$ cat src/rtl/c72_pkg.sv
package c72_pkg;

    // Operands reduced per column.
    localparam int OPS = 7;
    // Guard columns above the operand width: 7*(2^N-1) < 2^(N+3).
    localparam int GUARD = 3;

    // Lateral carries passed from a column to the next one up.
    // st1: depend on the source column's operand bits only.
    // st2: depend on the source column's operand bits and its st1 inputs.
    typedef struct packed {
        logic [1:0] st2;
        logic [1:0] st1;
    } lat_t;

endpackage

$ cat src/rtl/c72_fa.sv
module c72_fa (
    input  logic a,
    input  logic b,
    input  logic ci,
    output logic s,
    output logic co
);
    always_comb begin
        s  = a ^ b ^ ci;
        co = (a & b) | (a & ci) | (b & ci);
    end
endmodule

$ cat src/rtl/c72_cell.sv
module c72_cell
    import c72_pkg::*;
(
    input  logic [OPS-1:0] x,
    input  lat_t           cin,
    output lat_t           cout,
    output logic           s,
    output logic           c
);
    logic s1, k1, s2, k2, s3, k3, s4, k4;

    // Stage one: two independent triples of operand bits.
    c72_fa u_fa1 (.a(x[0]), .b(x[1]), .ci(x[2]), .s(s1), .co(k1));
    c72_fa u_fa2 (.a(x[3]), .b(x[4]), .ci(x[5]), .s(s2), .co(k2));
    // Stage two: partial sums with the seventh bit.
    c72_fa u_fa3 (.a(s1), .b(s2), .ci(x[6]), .s(s3), .co(k3));
    // Absorb the first-stage carries from the column below.
    c72_fa u_fa4 (.a(s3), .b(cin.st1[0]), .ci(cin.st1[1]), .s(s4), .co(k4));
    // Absorb the second-stage carries; these never feed a lateral output.
    c72_fa u_fa5 (.a(s4), .b(cin.st2[0]), .ci(cin.st2[1]), .s(s), .co(c));

    always_comb begin
        cout.st1 = {k2, k1};
        cout.st2 = {k4, k3};
    end

    // eleven unit-weight inputs are conserved as s + 2c + 2*(lateral outs)
    always_comb begin
        a_r1_cell_bits: assert ($countones({x, cin}) ==
                                int'(s) + 2 * int'(c) + 2 * $countones(cout))
            else $error("cell bit count not conserved");
    end
endmodule

$ cat src/rtl/c72_array.sv
module c72_array
    import c72_pkg::*;
#(
    parameter int N = 8
) (
    input  logic [OPS-1:0][N-1:0] opv,
    output logic [N+GUARD-1:0]    row_s,
    output logic [N+GUARD-1:0]    row_c
);
    localparam int W = N + GUARD;

    lat_t lat_o [W];
    logic cc    [W];

    assign row_c[0] = 1'b0;

    for (genvar col = 0; col < W; col++) begin : g_col
        logic [OPS-1:0] xb;
        lat_t           lin;

        if (col < N) begin : g_data
            for (genvar k = 0; k < OPS; k++) begin : g_bit
                assign xb[k] = opv[k][col];
            end
        end else begin : g_guard
            assign xb = '0;
        end

        if (col == 0) begin : g_lsb
            assign lin = '0;
        end else begin : g_link
            assign lin = lat_o[col-1];
        end

        c72_cell u_cell (
            .x   (xb),
            .cin (lin),
            .cout(lat_o[col]),
            .s   (row_s[col]),
            .c   (cc[col])
        );

        if (col < W - 1) begin : g_crow
            assign row_c[col+1] = cc[col];
        end
    end

    // the top guard column must never spill carries out of the slice
    always_comb begin
        a_r1_no_spill: assert (cc[W-1] == 1'b0 && lat_o[W-1] == '0)
            else $error("carry left the top column");
    end
endmodule

$ cat src/rtl/c72_cpa.sv
module c72_cpa #(
    parameter int W      = 11,
    parameter bit RIPPLE = 1'b1
) (
    input  logic [W-1:0] a,
    input  logic [W-1:0] b,
    output logic [W-1:0] y
);
    logic cout;

    if (RIPPLE) begin : g_ripple
        logic [W:0] cy;
        assign cy[0] = 1'b0;
        for (genvar i = 0; i < W; i++) begin : g_stage
            c72_fa u_fa (.a(a[i]), .b(b[i]), .ci(cy[i]), .s(y[i]), .co(cy[i+1]));
        end
        assign cout = cy[W];
    end else begin : g_behav
        assign {cout, y} = {1'b0, a} + {1'b0, b};
    end

    // the resolved total fits in W bits
    always_comb begin
        a_r2_cpa_no_carry: assert (cout == 1'b0)
            else $error("final adder overflowed");
    end
endmodule

$ cat src/rtl/csa7_reduce_top.sv
module csa7_reduce_top
    import c72_pkg::*;
#(
    parameter int N          = 8,
    parameter bit CPA_RIPPLE = 1'b1
) (
    input  logic [N-1:0]       op0,
    input  logic [N-1:0]       op1,
    input  logic [N-1:0]       op2,
    input  logic [N-1:0]       op3,
    input  logic [N-1:0]       op4,
    input  logic [N-1:0]       op5,
    input  logic [N-1:0]       op6,
    output logic [N+GUARD-1:0] row_sum,
    output logic [N+GUARD-1:0] row_carry,
    output logic [N+GUARD-1:0] total
);
    localparam int W = N + GUARD;

    logic [OPS-1:0][N-1:0] opv;
    assign opv = {op6, op5, op4, op3, op2, op1, op0};

    c72_array #(.N(N)) u_array (
        .opv  (opv),
        .row_s(row_sum),
        .row_c(row_carry)
    );

    c72_cpa #(.W(W), .RIPPLE(CPA_RIPPLE)) u_cpa (
        .a(row_sum),
        .b(row_carry),
        .y(total)
    );

    logic [W-1:0] ref_sum;
    always_comb begin
        ref_sum = '0;
        for (int k = 0; k < OPS; k++) ref_sum = ref_sum + W'(opv[k]);
    end

    // total is the exact sum of the seven operands
    always_comb begin
        a_r2_exact_total: assert (total == ref_sum)
            else $error("total differs from operand sum");
    end

    // total resolves the two redundant rows
    always_comb begin
        a_r7_rows_resolve: assert (total == W'(row_sum + row_carry))
            else $error("total differs from row sum");
    end
endmodule

$ cat config.mk
export PLATFORM = sky130hd
export DESIGN_NAME = csa7_reduce_top
export DESIGN_NICKNAME = d
export VERILOG_FILES = /design/src/rtl/c72_pkg.sv /design/src/rtl/c72_fa.sv /design/src/rtl/c72_cell.sv /design/src/rtl/c72_array.sv /design/src/rtl/c72_cpa.sv /design/src/rtl/csa7_reduce_top.sv
export SDC_FILE = /design/constraint.sdc
export NUM_CORES = 1
export LEC_CHECK = 0
export ABC_AREA = 0
export BUFFER_PORTS_ARGS = -buffer_cell sky130_fd_sc_hd__buf_2
export CAP_MARGIN = 20
export CORE_MARGIN = 5
export CORE_UTILIZATION = 49
export DETAILED_ROUTE_END_ITERATION = 7
export PLACE_DENSITY = 0.95
export SYNTH_ARGS = -nofsm -noshare
export SYNTH_HDL_FRONTEND = slang
export SYNTH_SLANG_ARGS = --single-unit
$ cat constraint.sdc
create_clock -name vclk -period 14.9
set_input_delay 1.49 -clock vclk [all_inputs]
set_output_delay 1.49 -clock vclk [all_outputs]
set_load 0.1 [all_outputs]
== After elaboration in Yosys (flattened, before gate mapping) ==
Cells that the tools add are included.

* Register bits: 0
* Input bits: 56
* Output and inout bits: 33

* Bitwise gates (word level): 321

{| class="wikitable"
|+ Operators by type and width
! cell !! count
|-
| 1-bit bitwise AND || 138
|-
| 1-bit bitwise XOR || 93
|-
| 1-bit OR || 90
|}

== Depth between registers and ports, before layout ==
* Word-level depth: 31
* Gate-level depth with buffers: 17

== By module ==
A second synthesis with hierarchy kept.

* Cell total of the unflattened synthesis: 123
* Area total of the unflattened synthesis: 1,741.7 um2

{| class="wikitable"
|+ By module, submodules not included
! module !! times used !! cells an instance !! area each (um2) !! sequential area each (um2)
|-
| c72_fa || 66 || 1 || 20.0 || 0.0
|-
| c72_cell || 11 || 4 || 30.0 || 0.0
|-
| c72_array || 1 || 12 || 86.3 || 0.0
|-
| c72_cpa || 1 || 1 || 3.8 || 0.0
|}

== Worst setup path before layout ==
OpenSTA, ideal clock, no wires.

* Path type: in2out
* Start point: in op0[2]
* End point: out total[9]
* Arrival: 6.698 ns
* Required time: 13.410 ns
* Setup slack: 6.712 ns
* Stages: 17
* Path buffers: 1
* Cell sequence: fa_1 inv_1 fa_1 fa_1 fa_1 inv_1 ha_1 inv_1 fa_1 fa_1 fa_1 fa_1 fa_1 fa_1 inv_1 fa_1 buf_4

* Word-level cells in the longest chain between the ends: 28

{| class="wikitable"
|+ RTL lines
! what !! line !! text
|-
| start, declared || csa7_reduce_top.sv:7 || <nowiki>input logic [N-1:0] op0,</nowiki>
|-
| 1-bit bitwise XOR (*) (8 in series) || c72_fa.sv:9 || <nowiki>s = a ^ b ^ ci;</nowiki>
|-
| via u_array.g_col[2].u_cell.s || c72_cell.sv:7 || <nowiki>output logic s,</nowiki>
|-
| 1-bit bitwise AND (*) || c72_fa.sv:10 || <nowiki>co = (a & b) | (a & ci) | (b & ci);</nowiki>
|-
| 1-bit bitwise AND || c72_fa.sv:10 ||
|-
| 1-bit OR || c72_fa.sv:10 ||
|-
| 1-bit OR (*) || c72_fa.sv:10 ||
|-
| 1-bit bitwise AND || c72_fa.sv:10 ||
|-
| 1-bit OR || c72_fa.sv:10 ||
|-
| [6 not listed] || - ||
|-
| 1-bit OR (*) || c72_fa.sv:10 ||
|-
| 1-bit bitwise AND || c72_fa.sv:10 ||
|-
| 1-bit OR || c72_fa.sv:10 ||
|-
| 1-bit OR (*) || c72_fa.sv:10 ||
|-
| 1-bit bitwise AND || c72_fa.sv:10 ||
|-
| 1-bit OR || c72_fa.sv:10 ||
|-
| 1-bit OR (*) || c72_fa.sv:10 ||
|-
| 1-bit bitwise XOR (*) || c72_fa.sv:9 ||
|-
| end, declared || csa7_reduce_top.sv:16 || <nowiki>output logic [N+GUARD-1:0] total</nowiki>
|}

Mark *: on every way through the listed nets, which the timed path passes. The rest lies on a longest branch.

== Worst setup path in the final report ==
* Start point: in op0[2]
* End point: out total[9]

* Word-level cells in the longest chain between the ends: 28

{| class="wikitable"
|+ RTL lines
! what !! line
|-
| 1-bit bitwise XOR (6 in series) || c72_fa.sv:9
|-
| 1-bit bitwise AND / 1-bit bitwise XOR (equally long branches) || c72_fa.sv:10, c72_fa.sv:9
|-
| 1-bit OR / 1-bit bitwise XOR (equally long branches) || c72_fa.sv:10, c72_fa.sv:9
|-
| 1-bit OR / 1-bit bitwise AND (equally long branches) || c72_fa.sv:10
|-
| 1-bit bitwise AND || c72_fa.sv:10
|-
| 1-bit OR (2 in series) || c72_fa.sv:10
|-
| 1-bit bitwise AND || c72_fa.sv:10
|-
| 1-bit OR (2 in series) || c72_fa.sv:10
|-
| [5 not listed] || -
|-
| 1-bit OR (*) || c72_fa.sv:10
|-
| 1-bit bitwise AND || c72_fa.sv:10
|-
| 1-bit OR || c72_fa.sv:10
|-
| 1-bit OR (*) || c72_fa.sv:10
|-
| 1-bit bitwise AND || c72_fa.sv:10
|-
| 1-bit OR || c72_fa.sv:10
|-
| 1-bit OR (*) || c72_fa.sv:10
|-
| 1-bit bitwise XOR (*) || c72_fa.sv:9
|}

Mark *: on every way between the ends. The rest lies on a longest branch, timed or not.

==> flow_summary.html <==
<table>
<tr><th>Metric</th><th>Value</th></tr>
<tr><th colspan="2">Logic synthesis</th></tr>
<tr><td>Sequential-to-total area share from yosys stat</td><td>0%</td></tr>
<tr><td>Total number of yosys warnings</td><td>0</td></tr>
<tr><td>Syn Std Cell Area</td><td>1396 sq um</td></tr>
<tr><td>Distinct cell type count of the synthesized netlist</td><td>5</td></tr>
<tr><td>Synthesized netlist cell count</td><td>137</td></tr>
<tr><td>Area share of the leading cell type in the synthesized netlist</td><td>64.52%</td></tr>
<tr><td>Cell type with the largest total area after synthesis</td><td>fa_1</td></tr>
<tr><td>Leading post-synthesis cells by cell area</td><td>fa_1, buf_4, inv_1</td></tr>
<tr><td>Syn Area/Cell</td><td>10.19 sq um</td></tr>
<tr><th colspan="2">Floorplan</th></tr>
<tr><td>Die Outline Area</td><td>4017 sq um</td></tr>
<tr><td>Floorplan die width</td><td>63.38 um</td></tr>
<tr><td>Initial Utilization</td><td>51.08%</td></tr>
<tr><td>Site Rows</td><td>19</td></tr>
<tr><td>Io pins</td><td>89</td></tr>
<tr><td>Total core area</td><td>2734 sq um</td></tr>
<tr><td>Die height</td><td>63.38 um</td></tr>
<tr><th colspan="2">Timing</th></tr>
<tr><td>RSZ-0062 raised after global routing</td><td>false</td></tr>
<tr><td>Maximum operating frequency</td><td>117.7 MHz</td></tr>
<tr><td>Final max-slew violation count</td><td>0</td></tr>
<tr><td>Count of final setup violators</td><td>0</td></tr>
<tr><td>Final-report hold violation count</td><td>0</td></tr>
<tr><td>TNS Setup</td><td>0 ps</td></tr>
<tr><td>Shortest period the worst path allows</td><td>8497 ps</td></tr>
<tr><td>Final worst path period share</td><td>57.03%</td></tr>
<tr><th colspan="2">Clock network</th></tr>
<tr><td>Post-cts gate resize count</td><td>0</td></tr>
<tr><td>Post-cts hold buffer count</td><td>0</td></tr>
<tr><td>Post-CTS setup repair buffer count</td><td>0</td></tr>
<tr><th colspan="2">Drt</th></tr>
<tr><td>Detailed Routing Iterations Pass 1</td><td>2</td></tr>
<tr><td>Number of remaining DRC errors</td><td>0</td></tr>
<tr><td>Total number of vias</td><td>950</td></tr>
<tr><td>Routed wire length per instance</td><td>12.21 um</td></tr>
<tr><td>Vias per inst</td><td>4.260</td></tr>
<tr><td>First DRT Iteration DRCs</td><td>7</td></tr>
<tr><td>Routed Wire Length</td><td>2722 um</td></tr>
<tr><td>Post-detailed-route count of antenna-violating nets</td><td>0</td></tr>
<tr><th colspan="2">Critical path</th></tr>
<tr><td>WP data arrival</td><td>7010 ps</td></tr>
<tr><td>Required @ worst endpoint</td><td>13410 ps</td></tr>
<tr><td>Kind of start point of the critical path</td><td>input port</td></tr>
<tr><td>Setup crit end kind</td><td>output port</td></tr>
<tr><td>Critical Setup Path Class</td><td>in2out</td></tr>
<tr><td>Highest net fanout along the worst path</td><td>2</td></tr>
<tr><td>Launch point of the worst path</td><td>op0[2]</td></tr>
<tr><th colspan="2">Min path</th></tr>
<tr><td>Class of the most critical hold timing path</td><td>in2out</td></tr>
<tr><td>Hold path startpoint</td><td>op6[0]</td></tr>
<tr><th colspan="2">Global routing</th></tr>
<tr><td>Initial antenna violation count</td><td>0</td></tr>
<tr><td>Pin count of the biggest net entering global routing</td><td>3</td></tr>
<tr><td>Global route overflow</td><td>0</td></tr>
<tr><td>Global-route wire length before repair</td><td>4733 um</td></tr>
<tr><td>Vias in the first global route</td><td>1124</td></tr>
<tr><td>Total GRT Usage</td><td>14.26%</td></tr>
<tr><th colspan="2">Finish</th></tr>
<tr><td>Register Area</td><td>0 sq um</td></tr>
<tr><td>Layout fillers</td><td>234</td></tr>
<tr><td>Final core utilization</td><td>59.40%</td></tr>
<tr><td>Number of standard cells in the final layout excluding fillers</td><td>223</td></tr>
<tr><td>Sequential cells</td><td>0</td></tr>
<tr><td>Leading cell type in the layout, fill and taps excluded</td><td>buf_2</td></tr>
<tr><td>Fraction of layout cells with a size suffix above 1</td><td>44.27%</td></tr>
<tr><td>Diode count</td><td>0</td></tr>
<tr><td>Most frequent cells in the layout</td><td>buf_2, inv_1, fa_1</td></tr>
<tr><td>Count of clock buffers in the final design</td><td>0</td></tr>
<tr><td>Area growth from synthesis to layout</td><td>16.31%</td></tr>
<tr><td>Post-layout nets</td><td>298</td></tr>
<tr><th colspan="2">Placement</th></tr>
<tr><td>Number of buffers inserted by port buffering</td><td>85</td></tr>
<tr><td>Number of cells in the design after placement</td><td>223</td></tr>
<tr><td>Routability Congestion</td><td>0.7181</td></tr>
<tr><td>Placed wire-length estimate</td><td>2771 um</td></tr>
<tr><th colspan="2">Flow run</th></tr>
<tr><td>Max-cap check violation count</td><td>0</td></tr>
<tr><th colspan="2">Status</th></tr>
<tr><td>Outcome</td><td>finished clean</td></tr>
</table>
-- logic make-up after synthesis --
logic type   share of synthesized area, %
other cells                        0.2686
buf+inv                             32.53
fa+ha+maj                           67.20
-- through the flow --
stage | area, sq um | hold slack [ps] | setup WS [ps]
global placement | 1624 | 3626 | 6432
detailed placement | 1624 | 3632 | 6358
CTS | 1624 | 3633 | 6357
floorplan | 1408 | 3456 | 6712
global route | 1624 | 3689 | 6226
finish | 1624 | 3624 | 6403
-- final timing paths --
kind | end | slack, ps | cells past startpoint
worst min-delay path | row_sum[0] | 3620 | 5
worst max-delay path | total[9] | 6400 | 18
-- synthesized netlist by cell type, drive strengths merged --
cell type  instances
buf               33
conb               1
fa                45
ha                 3
inv               55
-- layer usage --
layer,vias to the layer above,global-route usage (%),share of wire [%]
met3,2,2.842,11
met5,-,0,0
met2,61,28.43,58
li1,433,-,-
met4,0,0.7792,0.51
met1,454,15.98,30
-- worst max-delay path, cell delays in order --
cell and delay, ps:
buf_2 110, fa_1 530, inv_1 50, fa_1 480
fa_1 530, fa_1 480, inv_1 90, ha_1 140
inv_1 50, fa_1 370, fa_1 380, fa_1 380
fa_1 380, fa_1 390, fa_1 360, inv_1 80
fa_1 410, buf_2 300
-- layout make-up --
class	instances	area (sq um)	area share (%)
well taps	31	38.79	2.388
multi-input cells	52	953.4	58.71
repair buffers	85	425.4	26.19
inverters	55	206.4	12.71
Power is left out: the tool's default activity adds up to more than one toggle a clock period on the data nets, which glitch-free logic cannot reach.
